### config.mk
export PLATFORM = sky130hd
export DESIGN_NAME = pwr_sleep_ctrl
export DESIGN_NICKNAME = d
export VERILOG_FILES = /design/src/rtl/pwr_sleep_pkg.sv /design/src/rtl/pwr_unblk_latch.sv /design/src/rtl/pwr_unblk_pulse.sv /design/src/rtl/pwr_sleep_fsm.sv /design/src/rtl/pwr_sleep_ctrl.sv
export SDC_FILE = /design/constraint.sdc
export NUM_CORES = 1
export LEC_CHECK = 0
export ABC_AREA = 1
export BUFFER_PORTS_ARGS = -buffer_cell sky130_fd_sc_hd__buf_2
export CAP_MARGIN = 20
export CORE_AREA = 5 5 42 44
export DETAILED_ROUTE_END_ITERATION = 8
export DIE_AREA = 0 0 47 49
export HOLD_SLACK_MARGIN = 0.05
export PLACE_DENSITY = 0.57
export REMOVE_ABC_BUFFERS = 1
export SKIP_LAST_GASP = 1
export SLEW_MARGIN = 20
export SYNTH_ARGS = -nofsm -noshare
export SYNTH_HDL_FRONTEND = slang
export SYNTH_SLANG_ARGS = --single-unit
### constraint.sdc
create_clock -name aon_clk -period 1.3 [get_ports aon_clk]
set_input_delay 0.26 -clock aon_clk [delete_from_list [all_inputs] [get_ports aon_clk]]
set_output_delay 0.26 -clock aon_clk [all_outputs]
set_load 0.005 [all_outputs]
### src/rtl/pwr_sleep_pkg.sv
package pwr_sleep_pkg;
    typedef enum logic [1:0] {
        ST_RUN      = 2'd0,
        ST_REQ_DROP = 2'd1,
        ST_ASLEEP   = 2'd2,
        ST_WAKE_REQ = 2'd3
    } slp_state_e;
endpackage

### src/rtl/pwr_unblk_latch.sv
// Holds an unblock pulse that no waiting block has consumed yet.
module pwr_unblk_latch (
    input  logic clk,
    input  logic rst_n,
    input  logic unblock_in,
    input  logic blk_done,
    output logic unblk_pend
);
    logic pend_q;

    always_ff @(posedge clk or negedge rst_n) begin
        if (!rst_n)
            pend_q <= 1'b0;
        else if (blk_done)
            pend_q <= 1'b0;
        else if (unblock_in)
            pend_q <= 1'b1;
    end

    assign unblk_pend = pend_q;
endmodule

### src/rtl/pwr_unblk_pulse.sv
// Re-times the executed-unblock strobe into a registered pulse, only while running.
module pwr_unblk_pulse
    import pwr_sleep_pkg::*;
(
    input  logic       clk,
    input  logic       rst_n,
    input  logic       unblock_exec,
    input  slp_state_e state,
    output logic       unblock_out
);
    logic pulse_q;

    always_ff @(posedge clk or negedge rst_n) begin
        if (!rst_n)
            pulse_q <= 1'b0;
        else
            pulse_q <= unblock_exec && (state == ST_RUN);
    end

    assign unblock_out = pulse_q;
endmodule

### src/rtl/pwr_sleep_fsm.sv
module pwr_sleep_fsm
    import pwr_sleep_pkg::*;
#(
    parameter int DEPTH_W  = 2,
    parameter int DEEP_MIN = 2
) (
    input  logic               clk,
    input  logic               rst_n,
    input  logic               sleep_req,
    input  logic               sleep_is_blk,
    input  logic [DEPTH_W-1:0] sleep_depth,
    input  logic               wake_evt,
    input  logic               unblock_in,
    input  logic               unblk_pend,
    input  logic               pwr_ack,
    output slp_state_e         state,
    output logic               blk_done,
    output logic               pwr_req,
    output logic               clk_gate_en,
    output logic               bus_ok
);
    localparam logic [DEPTH_W-1:0] DEEP_LVL = DEPTH_W'(DEEP_MIN);

    slp_state_e state_q, state_d;
    logic       deep_q, deep_d;
    logic       blk_q, blk_d;
    logic       release_now, pass_thru, go_deep;

    assign release_now = unblk_pend | unblock_in;
    assign pass_thru   = (sleep_depth == '0) | wake_evt | (sleep_is_blk & release_now);
    assign go_deep     = (sleep_depth >= DEEP_LVL);

    always_ff @(posedge clk or negedge rst_n) begin
        if (!rst_n) begin
            state_q <= ST_RUN;
            deep_q  <= 1'b0;
            blk_q   <= 1'b0;
        end else begin
            state_q <= state_d;
            deep_q  <= deep_d;
            blk_q   <= blk_d;
        end
    end

    always_comb begin
        state_d  = state_q;
        deep_d   = deep_q;
        blk_d    = blk_q;
        blk_done = 1'b0;
        unique case (state_q)
            ST_RUN: begin
                if (sleep_req) begin
                    if (pass_thru) begin
                        blk_done = sleep_is_blk;
                    end else begin
                        blk_d   = sleep_is_blk;
                        deep_d  = go_deep;
                        state_d = go_deep ? ST_REQ_DROP : ST_ASLEEP;
                    end
                end
            end
            ST_REQ_DROP: begin
                if (!pwr_ack)
                    state_d = ST_ASLEEP;
            end
            ST_ASLEEP: begin
                if (wake_evt | (blk_q & release_now)) begin
                    state_d  = ST_WAKE_REQ;
                    blk_done = blk_q;
                end
            end
            ST_WAKE_REQ: begin
                if (pwr_ack)
                    state_d = ST_RUN;
            end
            default: state_d = ST_RUN;
        endcase
    end

    always_comb begin
        pwr_req     = 1'b1;
        clk_gate_en = 1'b1;
        bus_ok      = 1'b0;
        unique case (state_q)
            ST_RUN:      bus_ok = pwr_ack;
            ST_REQ_DROP: pwr_req = 1'b0;
            ST_ASLEEP: begin
                pwr_req     = !deep_q;
                clk_gate_en = 1'b0;
            end
            ST_WAKE_REQ: bus_ok = 1'b0;
            default:     bus_ok = 1'b0;
        endcase
    end

    assign state = state_q;
endmodule

### src/rtl/pwr_sleep_ctrl.sv
module pwr_sleep_ctrl
    import pwr_sleep_pkg::*;
#(
    parameter int DEPTH_W  = 2,
    parameter int DEEP_MIN = 2
) (
    input  logic               aon_clk,
    input  logic               rst_n,
    input  logic               sleep_req,
    input  logic               sleep_is_blk,
    input  logic [DEPTH_W-1:0] sleep_depth,
    input  logic               wake_evt,
    input  logic               unblock_in,
    input  logic               unblock_exec,
    input  logic               pwr_ack,
    output logic               pwr_req,
    output logic               clk_gate_en,
    output logic               bus_ok,
    output logic               unblock_out
);
    slp_state_e state;
    logic       blk_done;
    logic       unblk_pend;

    pwr_unblk_latch u_latch (
        .clk        (aon_clk),
        .rst_n      (rst_n),
        .unblock_in (unblock_in),
        .blk_done   (blk_done),
        .unblk_pend (unblk_pend)
    );

    pwr_sleep_fsm #(
        .DEPTH_W  (DEPTH_W),
        .DEEP_MIN (DEEP_MIN)
    ) u_fsm (
        .clk          (aon_clk),
        .rst_n        (rst_n),
        .sleep_req    (sleep_req),
        .sleep_is_blk (sleep_is_blk),
        .sleep_depth  (sleep_depth),
        .wake_evt     (wake_evt),
        .unblock_in   (unblock_in),
        .unblk_pend   (unblk_pend),
        .pwr_ack      (pwr_ack),
        .state        (state),
        .blk_done     (blk_done),
        .pwr_req      (pwr_req),
        .clk_gate_en  (clk_gate_en),
        .bus_ok       (bus_ok)
    );

    pwr_unblk_pulse u_pulse (
        .clk          (aon_clk),
        .rst_n        (rst_n),
        .unblock_exec (unblock_exec),
        .state        (state),
        .unblock_out  (unblock_out)
    );
endmodule

* Yosys cells after proc, flatten, opt, wreduce, memory -nomap -nowiden
Cells that the tools add are included.
** Word-level totals
- Logic and storage cells :: 44
- Bits of input ports :: 10
- Output and inout bits :: 4
- Register bits :: 6
** Cells by class
- Bitwise gates (word level) :: 7
- Reduce and logical (&&, ||, !) cells :: 7
- Equal/unequal tests :: 8
- Multiplexer cells :: 16
- $lt $le $gt $ge :: 1
** Operators with widths (number)
- $mux 2 :: 6
- $ne 2x2->1 const B :: 4
- $pmux 2 s4 :: 1
- $mux 1 :: 7
- $reduce_and 5->1 :: 1
- $eq 2x2->1 const B :: 2
- $logic_not 2->1 :: 2
- $or 1x1->1 :: 4
- $pmux 1 s2 :: 2
- $reduce_and 3->1 :: 1
- $and 1x1->1 :: 2
- $eq 2x1->1 const B :: 1
- $ge 2x2->1 const B :: 1
- $ne 2x1->1 const B :: 1
- $reduce_bool 2->1 :: 1
- $logic_and 1x1->1 :: 1
- $logic_not 1->1 :: 1
- $not 1->1 :: 1

* Longest topological paths before layout
Gate-level depths: netlist of the first run.
- Depth after elaboration :: 7
- Mapped depth :: 9
- Gate-level depth less buffers :: 8

* Cells and area by module
A second synthesis of the first run with hierarchy kept.
** Second synthesis, totals
- Cell total of the unflattened synthesis :: 61
- Area, all modules :: 425.4 um2
** By module, submodules not included
- pwr_sleep_fsm :: cells each 54, times used 1, area an instance 354.1 um2
- pwr_unblk_pulse :: cells each 4, times used 1, area an instance 38.8 um2
- pwr_unblk_latch :: cells each 3, times used 1, area an instance 32.5 um2

* Worst setup path before layout of the first run
No wires, ideal clock.
- Path kind :: flip-flop to flip-flop
- Start :: reg u_fsm.state_q[0] (netlist: u_fsm.state[0])
- End :: reg u_fsm.state_q[0] (netlist: u_fsm.state[0])
- Stages on the path, launching flop included :: 10
- Library setup time :: 0.117 ns
- Buffers on the path :: 1
- Data arrival time :: 1.108 ns
- Slack :: 0.075 ns
- Cells stage by stage :: dfrtp_1 inv_1 ha_1 buf_6 inv_2 nor2_2 nor2_4 nand3_2 nand2_1 nand2_1
** On the way
- Cells in the longest elaborated chain, start to end :: 3
- Elaborated cells on any way between the ends :: 11
- Classes of those cells :: eq/ne: 8; mux: 1; reduce/logical: 2
** RTL lines
- start: declaration :: RTL line pwr_sleep_fsm.sv:24 : slp_state_e state_q, state_d;
- start signal: assignment :: RTL line pwr_sleep_fsm.sv:39 : state_q <= state_d;
- $eq 2x2->1, or another cell as far along :: RTL line pwr_sleep_fsm.sv:50 : unique case (state_q)
- $ne 2x1->1 (no source line) / $ne 2x2->1 (equally long branches)
- $reduce_and 5->1 (no source line)
Parallel ways exist; a longest one is shown, timed or not.
A chain may end at the register's enable or synchronous reset.

* Worst setup path in the final report of the first run
- Start :: reg u_fsm.state_q[1] (netlist: u_fsm.state[1])
- End :: out pwr_req
** On the way
- Cells in the longest elaborated chain, start to end :: 2
- Elaborated cells on any way between the ends :: 3
- Classes of those cells :: eq/ne: 2; mux: 1
** RTL lines
- $eq 2x2->1 / $eq 2x1->1 (equally long branches) :: RTL line pwr_sleep_fsm.sv:84 : unique case (state_q)
- $pmux 1 s2 (*) :: RTL line pwr_sleep_fsm.sv:84
- end: declaration :: RTL line pwr_sleep_ctrl.sv:16 : output logic pwr_req,
Every way passes the cells marked *; elsewhere a longest branch is shown, timed or not.

==> metrics.md, run 1 <==
| Metric | Value |
|---|---|
| Syn Area/Cell | 7.91 sq um |
| Initial antenna violation count | 0 |
| Switch share | 40.7% |
| DP Area | 539 sq um |
| Max transition margin | 88.9% |
| Critical path arrival | 1.15 ns |
| Slowest CP cell | dfrtp_1 |
| GR Util All Layers | 10.1% |
| Fmax | 710 MHz |
| Int Power | 0.907 mW |
| Adder-cell share of the synthesized area | 11.3% |
| Most frequent cell after synthesis | nand2_1 |
| Grt total ovfl | 0 |
| Switching pwr | 0.623 mW |
| Vias/cell | 4.47 |
| Vias in the first global route | 427 |
| Overall Power | 1.53 mW |
| EDFF count, synth | 0 |
| Final Hold Fails | 0 |
| CP max FO | 3 |
| Sequential element share of the synthesized area | 33.9% |
| Worst path max stage delay | 0.41 ns |
| Row count | 14 |
| CTS tree | built |
| Worst R2R Start | u_fsm.state[1] |
| Worst Setup End Kind | output pin |
| Tmin final | 1.41 ns |
| CTS root buf | clkbuf_4 |
| Number of iterations in the first detailed-routing pass | 4 |
| Fin area | 684 sq um |
| Final Skew | 0.000828 ns |
| Internal reg-to-reg setup slack | -0.04 ns |
| Final setup margin | -0.108 ns |
| Synth Flop Type | dfrtp_1 |
| Netlist Area Pre-Place | 443 sq um |
| H-tree depth | 1 |
| Hold endpoint | u_pulse.unblock_out |
| Simple-gate area share of the yosys netlist | 33.3% |
| XOR/XNOR Fraction of Synth Area | 0% |
| Clk sinks | 6 |
| Tcrit/Tclk final | 108% |
| Leak | 0.344 nW |
| Crit path buffers/inverters | 2 |
| RSZ-0062 raised after global routing | true |
| Crit-path cells | inv_2 -> ha_4 -> o21ai_2 -> buf_2 |
| Placed cell count | 87 |
| Hold path depth | 3 |
| Synth Area in Compound Gates | 10.5% |
| Failing checks | setup timing |
| First-pass GRT wire length | 1710 um |
| Final hold slack | 0.221 ns |
| Vias after detailed routing | 420 |
| Layout area overhead | 54.5% |
| Final slew viol count | 0 |
| Boundary Pins | 14 |
| Worst hold path type | in -> reg |
| Top-area cell type share of the netlist area | 33.9% |
| Die W | 47 um |
| Combinational Power Share | 67.1% |
| GP Congestion | 0.745 |
| Worst slew pin tran | 0.166 ns |
| Total core area | 0.00140 sq mm |
| Max VDD drop | 1.12 mV |
| Detail Placement HPWL | 762 um |
| Ant. Diodes | 0 |
| Worst R2R End | u_fsm.state[0] |
| YS warnings | 0 |
| Initial core utilization | 31.6% |
| Multiplexer area fraction after synthesis | 0% |
| Final core utilization | 48.8% |
| Total length of routed wires | 974 um |
| Number of port buffers | 13 |
| CTS buffer count | 3 |
| DIE AREA | 0.00230 sq mm |
| Cells after synthesis | 56 |
| Net count, final | 94 |
| Max Buffers Root-to-Sink | 2 |
| WP data required | 1.04 ns |
| Largest net degree at the start of global routing | 7 |
| Final cell count without fillers | 94 |
| Worst skew pair latency | 0.24 ns |
| Max Cap Viol | 0 |
| Share of cells above drive strength 1 | 61.5% |
| Worst Setup Start Kind | flip-flop |
| R2R depth | 9 |
| Reg clk slew, reported paths | 0.04 ns |
| Cell taking the most area after synthesis | dfrtp_1 |
| First DRT Iteration DRCs | 3 |
| Hold Startpoint | unblock_exec |
| Final ANT Viol Nets | 0 |
| Synth top cells by count | nand2_1, inv_1, dfrtp_1 |
| Routed WL per cell | 10.4 um |
| Final setup violation count | 4 |
| Status | complete, but fails checks |
| Post-synth cell types | 18 |
| Largest family of logic cells by synthesized area | simple AND/OR/NAND/NOR gates |
| Yosys reg bits | 6 |
| Synth area leaders | dfrtp_1, nand2_1, ha_1 |
| Vert. Die Dim | 49 um |
| WS Path Type | reg -> out |
| Post-route DRC | 0 |
| Synth async-reset ratio | 100% |
| Seq pwr share | 22.3% |
| Clock power share | 10.5% |
| Cell Pwr Density | 2240 mW/mm^2 |
| Critical path's top delay family | flip-flops |
## layout make-up
type / instances / area [sq um]
Fill cell: 151 / 717
Clock buffer: 3 / 22.5
Sequential cell: 6 / 150
Inverter: 10 / 40.0
Timing Repair Buffer: 20 / 139
Multi-Input combinational cell: 39 / 313
Tap cell: 16 / 20.0
## stage by stage
| stage | setup slack (ns) | setup TNS (ns) |
|---|---|---|
| floorplan | 0.0410 | 0 |
| global placement | 0.0342 | 0 |
| detailed placement | 0.0201 | 0 |
| CTS | -0.128 | -0.410 |
| global route | -0.165 | -0.524 |
| finish | -0.108 | -0.233 |
## metal layers
| metal | track usage (%) | up-vias | share of wire [%] |
|---|---|---|---|
| li1 | - | 219 | - |
| met1 | 12.5 | 189 | 43 |
| met2 | 15.2 | 10 | 51 |
| met3 | 1.48 | 2 | 4.0 |
| met4 | 6.91 | 0 | 1.7 |
| met5 | 0 | - | 0 |
## timing repair
item / CTS / global route
gates resized for setup: 7 / 14
pin swaps: 0 / 9
hold buffers: 1 / 0
endpoints found under the hold margin: 6 / 0
buffers inserted: 4 / 0
setup endpoints to repair: 3 / 7
## cells in the final DEF (no fill, tap or decap), drive strengths merged
| cell type | instances |
|---|---|
| o21ai | 4 |
| o21a | 1 |
| o2bb2ai | 1 |
| nor2 | 5 |
| a31oi | 1 |
| dlygate4sd3 | 1 |
| nand4 | 2 |
| nand2 | 19 |
| buf | 19 |
| ha | 4 |
| clkbuf | 3 |
| dfrtp | 6 |
| inv | 10 |
| nand3 | 2 |
## sequential cells by signal, summed over array words and instances (netlist names)
register / flops
u_fsm.blk_q: 1
u_fsm.deep_q: 1
u_fsm.state: 2
u_latch.unblk_pend: 1
u_pulse.unblock_out: 1
## power by group through the flow
stage	Sequential [mW]	Clock [mW]	Combinational, mW
floorplan	0.329	0	0.449
global placement	0.326	0	0.695
detailed placement	0.330	0	0.699
CTS	0.337	0.172	0.921
global route	0.353	0.178	1.15
finish	0.342	0.161	1.03
## worst max path at each step
stage          cells after the start           start  slack, ns             end
6_report                           4  u_fsm.state[1]      -0.11         pwr_req
4_1_cts                            9  u_fsm.state[1]      -0.13  u_fsm.state[1]
5_1_grt                            4  u_fsm.state[1]      -0.16         pwr_req
3_5_place_dp                       6  u_fsm.state[1]       0.02  u_fsm.state[1]
3_3_place_gp                       8  u_fsm.state[0]       0.03  u_fsm.state[0]
2_1_floorplan                      7  u_fsm.state[0]       0.04     u_fsm.blk_q
## kinds of logic after synthesis
group | Yosys count
AND/OR/NAND/NOR | 28
buffers and inverters | 11
AO/OA/AOI/OAI | 7
flip-flops | 6
adder cells (fa/ha/maj) | 4
## worst min-delay path, stage by stage
cell and delay [ns]:
buf_2 0.07, nand2_1 0.05, inv_1 0.04
Power figures use the tool's default switching activity.
==> run 2: changes to the inputs <==
--- a/config.mk
+++ b/config.mk
@@ -5,14 +5,12 @@
 export SDC_FILE = /design/constraint.sdc
 export NUM_CORES = 1
 export LEC_CHECK = 0
-export ABC_AREA = 1
 export BUFFER_PORTS_ARGS = -buffer_cell sky130_fd_sc_hd__buf_2
-export CAP_MARGIN = 20
 export CORE_AREA = 5 5 42 44
 export DETAILED_ROUTE_END_ITERATION = 8
 export DIE_AREA = 0 0 47 49
 export HOLD_SLACK_MARGIN = 0.05
-export PLACE_DENSITY = 0.57
+export PLACE_DENSITY = 0.51
 export REMOVE_ABC_BUFFERS = 1
 export SKIP_LAST_GASP = 1
 export SLEW_MARGIN = 20
==> run 2 against run 1 <==
The run still ends with setup timing left; clock power barely moved; combinational power about the same; wire length fell by 7.6%; critical endpoint is now u_fsm.state[0]; die area unchanged; via count decreased by 15%; largest cell class unchanged; first-iteration DRC count is 33% higher.
==> metrics.md, run 2 <==
| Metric | Value |
|---|---|
| Final hold slack | 0.244 ns |
| Most frequent cells in the layout | buf_2, buf_4, dfrtp_1, mux2i_1, buf_6 |
| Post-synth cell types | 14 |
| CTS buffer count | 3 |
| CTS root buf | clkbuf_4 |
| Routed WL per cell | 11.1 um |
| Yosys reg bits | 6 |
| Multi-input gate area | 251 sq um |
| Final Hold Fails | 0 |
| WS Path Type | reg -> reg |
| Initial antenna violation count | 0 |
| Max transition margin | 77.3% |
| Synth Flop Type | dfrtp_1 |
| Cells after synthesis | 37 |
| Number of port buffers | 13 |
| Vert. Die Dim | 49 um |
| Max Buffers Root-to-Sink | 2 |
| Total length of routed wires | 900 um |
| R2R depth | 6 |
| Max VDD drop | 0.987 mV |
| Hold endpoint | u_pulse.unblock_out |
| GR Util All Layers | 9.01% |
| Vias in the first global route | 383 |
| Vias/cell | 4.41 |
| Fmax | 676 MHz |
| DIE AREA | 0.00230 sq mm |
| Setup WS pre-CTS | -0.172 ns |
| Commonest non-fill, non-tap cell in the layout | buf_2 |
| Fill cells | 147 |
| Worst R2R Start | u_fsm.state[0] |
| Failing checks | setup timing |
| Boundary Pins | 14 |
| Synth async-reset ratio | 100% |
| Internal reg-to-reg setup slack | -0.18 ns |
| Initial core utilization | 26.3% |
| YS warnings | 0 |
| Worst slew pin tran | 0.339 ns |
| Leak | 0.317 nW |
| Worst R2R End | u_fsm.state[0] |
| Top-area cell type share of the netlist area | 40.8% |
| Tcrit/Tclk final | 114% |
| Worst Setup Start Kind | flip-flop |
| EDFF count, synth | 0 |
| Critical path arrival | 1.59 ns |
| WP data required | 1.41 ns |
| Cell Pwr Density | 2360 mW/mm^2 |
| Detail Placement HPWL | 724 um |
| Net count, final | 81 |
| GP Congestion | 0.694 |
| Worst hold path type | in -> reg |
| Number of iterations in the first detailed-routing pass | 4 |
| Final core utilization | 45.5% |
| Synth top cells by count | dfrtp_1, inv_1, ha_1, mux2i_1, o21ai_0 |
| CP max FO | 2 |
| First-pass GRT wire length | 1480 um |
| Setup tns final | -0.996 ns |
| Ant. Diodes | 0 |
| Netlist Area Pre-Place | 368 sq um |
| Largest net degree at the start of global routing | 7 |
| Final ANT Viol Nets | 0 |
| CTS tree | built |
| Synth area leaders | dfrtp_1, ha_1, mux2i_1 |
| Post-route DRC | 0 |
| Cell taking the most area after synthesis | dfrtp_1 |
| Syn Area/Cell | 9.94 sq um |
| Die W | 47 um |
| Final slew viol count | 0 |
| Total core area | 0.00140 sq mm |
| Grt total ovfl | 0 |
| Final Skew | 0.00377 ns |
| First DRT Iteration DRCs | 4 |
| Max Cap Viol | 0 |
| Layout area overhead | 73.5% |
| Final setup margin | -0.179 ns |
| Share of cells above drive strength 1 | 61.5% |
| Worst Setup End Kind | flip-flop |
| Most frequent cell after synthesis | dfrtp_1 |
| Overall Power | 1.50 mW |
| Vias after detailed routing | 357 |
| Clk sinks | 6 |
| Worst skew pair latency | 0.24 ns |
| H-tree depth | 1 |
| Final setup violation count | 7 |
| Largest register FFs | 2 |
| Tmin final | 1.48 ns |
| Hold Startpoint | unblock_exec |
| RSZ-0062 raised after global routing | true |
| Reg clk slew, reported paths | 0.04 ns |
| Sequential element share of the synthesized area | 40.8% |
| Status | complete, but fails checks |
| Hold path depth | 2 |
| Storage cell area | 150 sq um |
| Row count | 14 |
## run 2: changes by cell type in the layout (fill, tap and decap cells not counted), sizes merged, moves of 2 or more
cell   before  now
mux2        0    2
nor2        5    3
nand4       2    0
and2        0    2
nand3       2    0
nand2      19    2
inv        10    5
buf        19   24
mux2i       0    4
## run 2: logic make-up after synthesis
group           Yosys count  share of synthesized area, %
fa+ha+maj                 4                          13.6
simple gates              7                          8.50
flops                     6                          40.8
mux                       6                          17.0
buf+inv                   5                          5.10
compound gates            9                          15.0
## run 2: layout make-up
class	instances	area share (%)
Clock buffer	3	3.53
Inverter	5	3.33
Multi-Input combinational cell	26	39.4
Sequential cell	6	23.5
Tap cell	16	3.14
Timing Repair Buffer	25	27.1
## run 2: report_power, final
part / total, mW / internal (mW) / switching, mW
Clock: 0.160 / 0.104 / 0.0567
Combinational: 1.01 / 0.592 / 0.414
Sequential: 0.338 / 0.277 / 0.0606
## run 2: critical path, cell delays in order (launching register included)
cell and delay, ns:
dfrtp_1 0.40, buf_6 0.13, ha_2 0.17, mux2i_1 0.12, o21ai_1 0.08, a221o_2 0.33
mux2i_1 0.13
## run 2: per-layer routing
metal,up-vias,part of all wire [%],GRT usage [%]
met2,10,56,15.2
met5,-,0,0
li1,185,-,-
met3,0,5.3,2.21
met4,0,0,5.53
met1,162,38,9.46
## run 2: per-stage QoR
stage / cell area, sq um / cells
3_3_place_gp: 490 / 71
5_1_grt: 638 / 81
3_5_place_dp: 490 / 71
2_1_floorplan: 368 / 37
4_1_cts: 603 / 79
6_report: 638 / 81
## run 2: how the worst max path moves through the flow
stage / from / endpoint / slack [ns] / cells past startpoint
2_1_floorplan: u_fsm.state[0] / u_fsm.state[0] / -0.11 / 6
3_3_place_gp: u_fsm.state[0] / u_fsm.state[0] / -0.19 / 6
3_5_place_dp: u_fsm.state[0] / u_fsm.state[1] / -0.17 / 6
4_1_cts: u_fsm.state[0] / u_fsm.state[1] / -0.18 / 6
5_1_grt: u_fsm.state[1] / u_fsm.state[0] / -0.24 / 6
6_report: u_fsm.state[0] / u_fsm.state[0] / -0.18 / 6
## run 2: repair_timing
action | in CTS | in global routing
hold buffers | 1 | 0
setup buffers | 4 | 2
setup endpoints to repair | 7 | 7
endpoints found under the hold margin | 6 | 0
gates resized for setup | 17 | 6
pin swaps | 3 | 2
==> run 3: changes to the inputs <==
--- a/config.mk
+++ b/config.mk
@@ -11,6 +11,7 @@
 export DIE_AREA = 0 0 47 49
 export HOLD_SLACK_MARGIN = 0.05
 export PLACE_DENSITY = 0.51
+export RECOVER_POWER = 50
 export REMOVE_ABC_BUFFERS = 1
 export SKIP_LAST_GASP = 1
 export SLEW_MARGIN = 20
==> run 3 against run 2 <==
The flow still finishes with violations (setup timing); non-clock buffer count did not move; worst setup slack about the same; first-iteration DRC count unchanged; cell area down 0.20%; clock power hardly changed; clock skew about the same; hold slack about the same; sequential share of layout area about the same; utilization decreased by 0.089 points; critical path type unchanged; highest routed layer unchanged.
==> metrics.md, run 3 (synthesis results as in run 2) <==
| Metric | Value |
|---|---|
| Crit-path cells | buf_6 -> ha_2 -> mux2i_1 -> o21ai_1 -> a221o_2 -> mux2i_1 |
| Worst R2R Start | u_fsm.state[0] |
| GP Congestion | 0.694 |
| WS Path Type | reg -> reg |
| Commonest non-fill, non-tap cell in the layout | buf_2 |
| Seq pwr share | 22.5% |
| CTS root buf | clkbuf_4 |
| R2R depth | 6 |
| Worst R2R End | u_fsm.state[0] |
| Final ANT Viol Nets | 0 |
| Routed WL per cell | 11.1 um |
| Layout area overhead | 73.1% |
| Storage cell area | 150 sq um |
| Vias/cell | 4.41 |
| Initial core utilization | 26.3% |
| Max Buffers Root-to-Sink | 2 |
| WP data required | 1.41 ns |
| RSZ-0062 raised after global routing | true |
| Status | complete, but fails checks |
| Overall Power | 1.50 mW |
| Final slew viol count | 0 |
| Slowest CP cell | dfrtp_1 |
| Switch share | 35.3% |
| Most frequent cell on the critical path | mux2i_1 |
| Final Hold Fails | 0 |
| Worst skew pair latency | 0.24 ns |
| Ant. Diodes | 0 |
| CP max FO | 2 |
| Combinational Power Share | 66.9% |
| First-pass GRT wire length | 1480 um |
| Critical path arrival | 1.59 ns |
| Max VDD drop | 0.987 mV |
| Post-route DRC | 0 |
| Reg clk slew, reported paths | 0.04 ns |
| Worst Setup End Kind | flip-flop |
| Total core area | 0.00140 sq mm |
| Critical path's top delay family | compound AO/OA/AOI/OAI gates |
| Setup tns final | -0.996 ns |
| Worst path max stage delay | 0.40 ns |
| Tmin final | 1.48 ns |
| Fill cells | 147 |
| Share of cells above drive strength 1 | 60.0% |
| Crit path buffers/inverters | 1 |
| Largest register FFs | 2 |
| Most frequent cells in the layout | buf_2, buf_4, dfrtp_1, mux2i_1, buf_6 |
| Worst hold path type | in -> reg |
| Net count, final | 81 |
| Max Cap Viol | 0 |
| Clock power share | 10.7% |
| Boundary Pins | 14 |
| Number of iterations in the first detailed-routing pass | 4 |
| Die W | 47 um |
| CTS tree | built |
| CP Launch Point | u_fsm.state[0] |
| Leak | 0.314 nW |
| First DRT Iteration DRCs | 4 |
| Initial antenna violation count | 0 |
| Fmax | 676 MHz |
| Vert. Die Dim | 49 um |
| GR Util All Layers | 9.01% |
| Final Skew | 0.00383 ns |
| Cell Pwr Density | 2360 mW/mm^2 |
| Hold Startpoint | unblock_exec |
| Detail Placement HPWL | 724 um |
| Worst slew pin tran | 0.339 ns |
| CTS buffer count | 3 |
| Clk sinks | 6 |
| Hold endpoint | u_pulse.unblock_out |
| Number of port buffers | 13 |
| Max transition margin | 77.3% |
| Worst Setup Start Kind | flip-flop |
| Vias after detailed routing | 357 |
| Multi-input gate area | 251 sq um |
| Int Power | 0.972 mW |
| DIE AREA | 0.00230 sq mm |
| Tcrit/Tclk final | 114% |
| Row count | 14 |
| Switching pwr | 0.531 mW |
| Failing checks | setup timing |
| Final setup margin | -0.179 ns |
| Final setup violation count | 7 |
| Largest net degree at the start of global routing | 7 |
| Grt total ovfl | 0 |
| Total length of routed wires | 898 um |
| Hold path depth | 2 |
| Vias in the first global route | 383 |
| H-tree depth | 1 |
| Internal reg-to-reg setup slack | -0.18 ns |
==> run 3: changes by cell type in the layout (fill, tap and decap cells not counted) <==
cell and delta:
clkbuf_1 +1, buf_2 -1
==> run 3: what timing repair did <==
item                                   4_1_cts  5_1_grt
endpoints found under the hold margin        6        0
hold buffers                                 1        0
pin swaps                                    3        2
resized for setup                           17        6
setup endpoints to repair                    7        7
setup buffers                                4        2
==> run 3: power groups by stage <==
| stage | Sequential (mW) | Combinational, mW | Clock [mW] |
|---|---|---|---|
| final | 0.338 | 1.00 | 0.161 |
| after global routing | 0.352 | 1.10 | 0.176 |
| after CTS | 0.336 | 0.910 | 0.169 |
| after detailed placement | 0.337 | 0.660 | 0 |
| after global placement | 0.330 | 0.662 | 0 |
| after floorplan | 0.321 | 0.382 | 0 |
==> run 3: metal layers <==
layer,GRT usage (%),routed length [um]
met1,9.46,344
met4,5.53,0
met2,15.2,506
met5,0,0
met3,2.21,48
==> run 3: stage by stage <==
| stage | std cells | hold slack, ns | area (sq um) | setup WS (ns) | util, % |
|---|---|---|---|---|---|
| 4_1_cts | 79 | 0.238 | 603 | -0.180 | 43.0 |
| 3_5_place_dp | 71 | 0.0869 | 490 | -0.172 | 35.0 |
| 3_3_place_gp | 71 | 0.0873 | 490 | -0.192 | 35.0 |
| 5_1_grt | 81 | 0.247 | 637 | -0.239 | 45.4 |
| 2_1_floorplan | 37 | -0.0356 | 368 | -0.105 | - |
| 6_report | 81 | 0.244 | 637 | -0.179 | 45.4 |
==> run 3: how the worst max path moves through the flow <==
stage	slack (ns)	cells after the start	to
CTS	-0.18	6	u_fsm.state[1]
global placement	-0.19	6	u_fsm.state[0]
detailed placement	-0.17	6	u_fsm.state[1]
floorplan	-0.11	6	u_fsm.state[0]
finish	-0.18	6	u_fsm.state[0]
global route	-0.24	6	u_fsm.state[0]
==> run 3: layout make-up <==
| type | instances | area share (%) |
|---|---|---|
| Sequential cell | 6 | 23.6 |
| Clock buffer | 3 | 3.54 |
| Multi-Input combinational cell | 26 | 39.5 |
| Timing Repair Buffer | 25 | 26.9 |
| Inverter | 5 | 3.34 |
| Tap cell | 16 | 3.14 |
==> run 3: worst register-to-register path, cell delays in order (launching register included) <==
cell,delay [ns]
dfrtp_1,0.40
buf_6,0.13
ha_2,0.17
mux2i_1,0.12
o21ai_1,0.08
a221o_2,0.33
mux2i_1,0.13
